### config.mk
export PLATFORM = sky130hd
export DESIGN_NAME = lf_downlink_tx
export DESIGN_NICKNAME = d
export VERILOG_FILES = /design/src/rtl/dl_pkg.sv /design/src/rtl/dl_frame_pack.sv /design/src/rtl/dl_sym_len.sv /design/src/rtl/dl_seq.sv /design/src/rtl/lf_downlink_tx.sv
export SDC_FILE = /design/constraint.sdc
export NUM_CORES = 1
export LEC_CHECK = 0
export BUFFER_PORTS_ARGS = -buffer_cell sky130_fd_sc_hd__buf_4
export CORE_MARGIN = 3
export CORE_UTILIZATION = 30
export DETAILED_ROUTE_END_ITERATION = 16
export SLEW_MARGIN = 40
export SYNTH_ARGS = -nofsm -noshare
export SYNTH_HDL_FRONTEND = slang
export SYNTH_SLANG_ARGS = --single-unit
### constraint.sdc
create_clock -name clk -period 6.2 [get_ports clk]
set_clock_uncertainty 0.05 [all_clocks]
set_input_delay 0.62 -clock clk [delete_from_list [all_inputs] [get_ports clk]]
set_output_delay 0.62 -clock clk [all_outputs]
set_load 0.01 [all_outputs]
### src/rtl/dl_pkg.sv
// Shared types for the downlink transmitter.
// Assumes the frame buffer is wide enough for the longest frame (74 bits).
package dl_pkg;
    localparam int FRAME_W = 80;
    localparam int LEN_W   = 7;

    typedef enum logic [1:0] {
        MODE_FIXED   = 2'd0,
        MODE_LONGREF = 2'd1,
        MODE_LEAD0   = 2'd2,
        MODE_QUAD    = 2'd3
    } dl_mode_e;

    typedef enum logic [2:0] {
        ST_IDLE,
        ST_SGAP,
        ST_REF,
        ST_SYM,
        ST_GAP
    } dl_state_e;

    typedef struct packed {
        logic pwd_en;
        logic page;
        logic test_en;
        logic reset_cmd;
        logic reg_read;
        logic read_cmd;
    } dl_flags_t;
endpackage

### src/rtl/dl_frame_pack.sv
// Builds the downlink bit frame from the command fields.
// The output is left-aligned: the first bit to send sits at the MSB.
// Assumes the inputs are stable in the cycle in which the frame is captured.
module dl_frame_pack
    import dl_pkg::*;
#(
    parameter int FW = FRAME_W,
    parameter int LW = LEN_W
) (
    input  logic [31:0]   data_i,
    input  logic [31:0]   pwd_i,
    input  logic [2:0]    addr_i,
    input  dl_flags_t     flags_i,
    input  dl_mode_e      mode_i,
    output logic [FW-1:0] frame_o,
    output logic [LW-1:0] nbits_o
);
    logic [FW-1:0] f_acc;
    logic [LW-1:0] n_acc;
    logic          lead;

    // Append the fields in send order into a right-growing accumulator.
    always_comb begin
        lead  = (mode_i == MODE_LEAD0) || (mode_i == MODE_QUAD);
        f_acc = '0;
        n_acc = '0;
        if (lead) begin
            f_acc = {f_acc[FW-2:0], 1'b0};
            n_acc = n_acc + LW'(1);
        end
        if (mode_i == MODE_QUAD) begin
            f_acc = {f_acc[FW-2:0], 1'b0};
            n_acc = n_acc + LW'(1);
        end
        if (flags_i.reset_cmd) begin
            f_acc = {f_acc[FW-3:0], 2'b00};
            n_acc = n_acc + LW'(2);
        end else begin
            f_acc = {f_acc[FW-3:0], (flags_i.test_en ? 2'b01 : {1'b1, flags_i.page})};
            n_acc = n_acc + LW'(2);
            if (flags_i.pwd_en) begin
                if (lead) begin
                    f_acc = {f_acc[FW-3:0], 2'b00};
                    n_acc = n_acc + LW'(2);
                end
                f_acc = {f_acc[FW-33:0], pwd_i};
                n_acc = n_acc + LW'(32);
            end
            if (!flags_i.reg_read) begin
                f_acc = {f_acc[FW-2:0], 1'b0};
                n_acc = n_acc + LW'(1);
            end
            if (!flags_i.read_cmd) begin
                f_acc = {f_acc[FW-33:0], data_i};
                n_acc = n_acc + LW'(32);
            end
            if (!flags_i.reg_read) begin
                f_acc = {f_acc[FW-4:0], addr_i};
                n_acc = n_acc + LW'(3);
            end
        end
    end

    // Move the first bit to the MSB.
    always_comb begin
        frame_o = f_acc << (LW'(FW) - n_acc);
        nbits_o = n_acc;
    end
endmodule

### src/rtl/dl_sym_len.sv
// Maps a symbol code to its field-on length in ticks for the selected mode.
// Assumes the code is {0, bit} outside one-of-four mode.
module dl_sym_len
    import dl_pkg::*;
#(
    parameter int T_ZERO      = 144,
    parameter int T_ONE       = 400,
    parameter int T_ONE_LZ    = 320,
    parameter int T_Q01       = 272,
    parameter int T_Q10       = 400,
    parameter int T_Q11       = 528,
    parameter int T_REF_EXTRA = 1088,
    parameter int CW          = 12
) (
    input  dl_mode_e      mode_i,
    input  logic [1:0]    code_i,
    input  logic          ref_i,
    output logic [CW-1:0] len_o
);
    // Choose the on-time from the reference flag, the mode and the code.
    always_comb begin
        if (ref_i) begin
            len_o = CW'(T_ZERO + T_REF_EXTRA);
        end else if (mode_i == MODE_QUAD) begin
            case (code_i)
                2'b00:   len_o = CW'(T_ZERO);
                2'b01:   len_o = CW'(T_Q01);
                2'b10:   len_o = CW'(T_Q10);
                default: len_o = CW'(T_Q11);
            endcase
        end else if (code_i[0]) begin
            len_o = (mode_i == MODE_LEAD0) ? CW'(T_ONE_LZ) : CW'(T_ONE);
        end else begin
            len_o = CW'(T_ZERO);
        end
    end
endmodule

### src/rtl/dl_seq.sv
// Segment sequencer: start gap, optional reference, then symbol and gap pairs.
// It captures the frame and the mode on a start while idle, and counts ticks per segment.
// Assumes every segment length is at least one tick.
module dl_seq
    import dl_pkg::*;
#(
    parameter int FW      = FRAME_W,
    parameter int LW      = LEN_W,
    parameter int CW      = 12,
    parameter int T_START = 248,
    parameter int T_GAP   = 160
) (
    input  logic          clk,
    input  logic          rst_n,
    input  logic          tick_i,
    input  logic          start_i,
    input  logic [FW-1:0] frame_i,
    input  logic [LW-1:0] nbits_i,
    input  dl_mode_e      mode_i,
    input  logic [CW-1:0] sym_len_i,
    output dl_mode_e      mode_o,
    output logic [1:0]    code_o,
    output logic          ref_o,
    output logic          field_o,
    output logic          busy_o,
    output logic          done_o
);
    dl_state_e     state;
    logic [CW-1:0] cnt;
    logic [CW-1:0] seg_len;
    logic [FW-1:0] frm;
    logic [LW-1:0] rem;
    dl_mode_e      mode_q;
    logic          field_q;
    logic          done_q;
    logic          seg_end;
    logic          quad;

    // Segment length and end-of-segment detection.
    always_comb begin
        quad = (mode_q == MODE_QUAD);
        case (state)
            ST_SGAP: seg_len = CW'(T_START);
            ST_GAP:  seg_len = CW'(T_GAP);
            default: seg_len = sym_len_i;
        endcase
        seg_end = tick_i && (cnt == seg_len - CW'(1));
        code_o  = quad ? frm[FW-1:FW-2] : {1'b0, frm[FW-1]};
        ref_o   = (state == ST_REF);
    end

    // State, tick counter, frame shifter and output registers.
    always_ff @(posedge clk) begin
        if (!rst_n) begin
            state   <= ST_IDLE;
            cnt     <= '0;
            frm     <= '0;
            rem     <= '0;
            mode_q  <= MODE_FIXED;
            field_q <= 1'b1;
            done_q  <= 1'b0;
        end else begin
            done_q <= 1'b0;
            if (state == ST_IDLE) begin
                if (start_i) begin
                    frm     <= frame_i;
                    mode_q  <= mode_i;
                    rem     <= (mode_i == MODE_QUAD) ? (nbits_i >> 1) : nbits_i;
                    cnt     <= '0;
                    field_q <= 1'b0;
                    state   <= ST_SGAP;
                end
            end else if (tick_i) begin
                if (!seg_end) begin
                    cnt <= cnt + CW'(1);
                end else begin
                    cnt <= '0;
                    case (state)
                        ST_SGAP: begin
                            field_q <= 1'b1;
                            state   <= (mode_q == MODE_LONGREF) ? ST_REF : ST_SYM;
                        end
                        ST_REF: begin
                            field_q <= 1'b0;
                            state   <= ST_GAP;
                        end
                        ST_SYM: begin
                            field_q <= 1'b0;
                            frm     <= quad ? (frm << 2) : (frm << 1);
                            rem     <= rem - LW'(1);
                            state   <= ST_GAP;
                        end
                        default: begin
                            field_q <= 1'b1;
                            if (rem == '0) begin
                                done_q <= 1'b1;
                                state  <= ST_IDLE;
                            end else begin
                                state  <= ST_SYM;
                            end
                        end
                    endcase
                end
            end
        end
    end

    assign mode_o  = mode_q;
    assign field_o = field_q;
    assign done_o  = done_q;
    assign busy_o  = (state != ST_IDLE);
endmodule

### src/rtl/lf_downlink_tx.sv
// Top of the pulse-gap downlink transmitter: frame packer, symbol length table
// and segment sequencer. All timing parameters are in ticks of tick_us.
// Assumes tick_us is a single-clock strobe.
module lf_downlink_tx
    import dl_pkg::*;
#(
    parameter int T_START     = 248,
    parameter int T_GAP       = 160,
    parameter int T_ZERO      = 144,
    parameter int T_ONE       = 400,
    parameter int T_ONE_LZ    = 320,
    parameter int T_Q01       = 272,
    parameter int T_Q10       = 400,
    parameter int T_Q11       = 528,
    parameter int T_REF_EXTRA = 1088
) (
    input  logic        clk,
    input  logic        rst_n,
    input  logic        tick_us,
    input  logic        cmd_start,
    input  logic [31:0] cmd_data,
    input  logic [31:0] cmd_pwd,
    input  logic [2:0]  cmd_addr,
    input  logic        pwd_en,
    input  logic        page_sel,
    input  logic        test_en,
    input  logic        reset_cmd,
    input  logic        reg_read,
    input  logic        read_cmd,
    input  logic [1:0]  dl_mode,
    output logic        field_en,
    output logic        busy,
    output logic        done
);
    localparam int CNT_W = $clog2(T_START + T_GAP + T_ZERO + T_ONE + T_ONE_LZ
                                  + T_Q01 + T_Q10 + T_Q11 + T_REF_EXTRA + 1);

    dl_flags_t          flags;
    dl_mode_e           mode_in;
    dl_mode_e           mode_q;
    logic [FRAME_W-1:0] frame;
    logic [LEN_W-1:0]   nbits;
    logic [1:0]         code;
    logic               ref_now;
    logic [CNT_W-1:0]   sym_len;

    assign flags   = '{pwd_en: pwd_en, page: page_sel, test_en: test_en,
                       reset_cmd: reset_cmd, reg_read: reg_read, read_cmd: read_cmd};
    assign mode_in = dl_mode_e'(dl_mode);

    dl_frame_pack #(.FW(FRAME_W), .LW(LEN_W)) u_pack (
        .data_i  (cmd_data),
        .pwd_i   (cmd_pwd),
        .addr_i  (cmd_addr),
        .flags_i (flags),
        .mode_i  (mode_in),
        .frame_o (frame),
        .nbits_o (nbits)
    );

    dl_sym_len #(
        .T_ZERO(T_ZERO), .T_ONE(T_ONE), .T_ONE_LZ(T_ONE_LZ), .T_Q01(T_Q01),
        .T_Q10(T_Q10), .T_Q11(T_Q11), .T_REF_EXTRA(T_REF_EXTRA), .CW(CNT_W)
    ) u_len (
        .mode_i (mode_q),
        .code_i (code),
        .ref_i  (ref_now),
        .len_o  (sym_len)
    );

    dl_seq #(
        .FW(FRAME_W), .LW(LEN_W), .CW(CNT_W), .T_START(T_START), .T_GAP(T_GAP)
    ) u_seq (
        .clk       (clk),
        .rst_n     (rst_n),
        .tick_i    (tick_us),
        .start_i   (cmd_start),
        .frame_i   (frame),
        .nbits_i   (nbits),
        .mode_i    (mode_in),
        .sym_len_i (sym_len),
        .mode_o    (mode_q),
        .code_o    (code),
        .ref_o     (ref_now),
        .field_o   (field_en),
        .busy_o    (busy),
        .done_o    (done)
    );
endmodule

==> results.cfg <==
[drt]
vias_per_cell = 6.71
drt_first_pass_iters = 8
wirelength_mm = 74.9
wire_per_inst_um = 28.8
vias = 17400
first_iter_violations = 2641
antenna_left = 0
route.detailed.drc = 0

[grt]
grt_pass1_vias = 16300
grtUsageTotal = 0.290
antenna_found_initial = 2
grt-ovfl-total = 0
grt_pass1_wl_mm = 109
grt_max_degree = 102

[yosys]
synthSimpleGateAreaFrac = 0.299
synth_top_family_by_area = compound AO/OA/AOI/OAI gates
yosys.area_share.adder = 0.00795
synth.top_cell.area_share = 0.153
yosysTopAreaCell = dfxtp_1
yosys.cell_count.top_type = nand2_1
synthTopCellsByArea = dfxtp_1, nand2_1, a21oi_1, nand3_1, mux2i_1
synth_common_cells = nand2_1, nor2_1, a21oi_1, nand3_1, o21ai_0
synthArstFlopShare = 0
yosys.area_share.xor_xnor = 0.00370
synth_mux_area_frac = 0.131
ys_types = 102
synth_fp_nets = 2097
syn_avg_cell_area_um2 = 6.89
ys_warn_count = 0
ys_ff_latch = 106
mappedNetlistArea_um2 = 13900
synth-compound-area-share = 0.334
synth-edff-count = 0
synth_cells = 2010
synthFlopType = dfxtp_1
ys_seq_area_frac = 0.153

[finish]
fill_cells = 5024
fin_nets = 2080
final_cells = 2598
design_area_um2 = 15300
diodes = 0
area_growth_pct = 10.5
drive_above_1_share = 0.150

[hold_path]
min-delay-start = u_seq.frm[62]
min_path_type = register to register

[floorplan]
rows = 78
initial_utilization = 0.305
die_w_um = 221
dieArea_um2 = 48800
die_height_um = 221
coreArea_um2 = 45500
pin_count = 82

[timing]
setup_tns_ns = 0
final_max_slew_viol_count = 0
finalCriticalPeriod_ns = 4.99
hold_viol = 0
slew_headroom = 0.323
min_period_over_period = 0.805
fin_ws_ns = 1.21
tightest_slew_ns = 1.01
setup_violations = 0
whs_ns = 0.423
grt_setup_unrepaired = no
clock.fmax_mhz = 200

[clocking]
cts_tree = built
clk_pin_slew_ns = 0.08
numCtsBuffers = 9
cts_sinks = 106
clk_latency_ns = 0.39
cts_buffer_depth = 2
cts_root_buffer = clkbuf_16
ctsResizeCount = 0
cts_max_level = 3
postCtsSetupBuffers = 0
cts_hold_buffers = 0

[worst_setup_path]
worstSetupPathType = primary input to register
required_ns = 6.42
r2r_start = u_seq.mode_o[1]
worstSetupEndpoint = u_seq.frm[69]
crit_path_start = reg_read
setup.worst_path.end_class = register
regToRegSetupSlack_ns = 2.03
ff2ff_path_depth = 14
critPathMaxFanout = 17
worst_r2r_endpoint = u_seq.frm[36]
arrival_ns = 5.21
cp-start-kind = primary input

[run]
drv_cap = 0

[placement]
place_congestion = 1.08
dp_cells = 2580
placed_cell_area_um2 = 15000
portBuffers = 81
hpwl_mm = 56.7
pre_cts_ws_ns = 0.900

[power]
peakVddDrop_mv = 0.136
power-per-cell-area_nw_per_um2 = 191
leakage_nw = 5.33

[status]
status = finished, final reports clean
per-stage QoR:
stage / util / power, mW
final: 0.337 / 2.93
after floorplan: - / 1.65
after CTS: 0.336 / 2.85
after global placement: 0.329 / 2.22
after global routing: 0.337 / 3.02
after detailed placement: 0.329 / 2.21
cells by family after synthesis:
group                    after synthesis
AND/OR/NAND/NOR                      866
AO/OA/AOI/OAI                        678
buffers and inverters                206
flip-flops                           106
adder cells (fa/ha/maj)                9
multiplexers                         140
XOR/XNOR                               5
area by class of cell:
cell class,count,area (um2),area share
inverter,21,81.3,0.00531
tap,600,751,0.0490
timing repair buffer,157,1220,0.0800
clock inverter,6,77.6,0.00506
multi-input combinational,1698,10800,0.706
sequential,106,2120,0.139
clock buffer,10,239,0.0156
metal layers:
layer | vias to the layer above | routed length (um) | global-route usage
li1 | 7596 | - | -
met1 | 8400 | 29200 | 0.370
met2 | 1180 | 33000 | 0.454
met3 | 267 | 8350 | 0.0783
met4 | 2 | 4360 | 0.140
met5 | - | 14 | 0
worst max-delay path, cell delays in order:
cell      delay, ns
buf_4          0.18
nand2_1        0.11
nor2_1         0.18
o21a_1         0.16
ha_1           0.22
nand2b_1       0.19
o22ai_1        0.14
ha_2           0.25
nor3_1         0.55
or2_2          0.48
nand2_1        0.43
o22ai_1        0.25
a221oi_1       0.14
a221oi_1       0.74
o22ai_1        0.21
a32o_1         0.31
worst min-delay path by stage:
stage / slack [ns] / cells past startpoint / endpoint
after floorplan: 0.39 / 2 / u_seq.frm[49]
after global placement: 0.41 / 2 / u_seq.frm[49]
after detailed placement: 0.41 / 2 / u_seq.frm[62]
after CTS: 0.42 / 2 / u_seq.frm[62]
after global routing: 0.44 / 2 / u_seq.frm[62]
final: 0.42 / 2 / u_seq.frm[62]
placed cells by master (no fill, tap or decap), drive strengths merged, types with 14 or more instances in the layout:
cell and count:
o22ai 31, buf 156, nor2b 26, nand2 295, and3 26, and2 19
o211ai 24, a211oi 27, a31oi 43, mux2 46, mux2i 66, dfxtp 106
nor3 50, a221oi 14, nand3 150, or3 16, nand2b 37, nor2 173
a22oi 22, o31ai 17, a311o 17, inv 24, nand4 16, a21oi 164
mux4 28, o21ai 135, o221ai 30
sequential cells by signal, indices dropped and copies added, names as in the netlist:
register	count
u_seq.frm	80
u_seq.cnt	12
u_seq.rem	7
u_seq.state	3
u_seq.mode_o	2
u_seq.done_o	1
u_seq.field_o	1
power breakdown:
part | switching (mW) | internal [mW]
Sequential | 0.0436 | 0.725
Clock | 0.309 | 0.334
Combinational | 1.04 | 0.474
Total | 1.39 | 1.53
(Power assumes the default switching activity.)
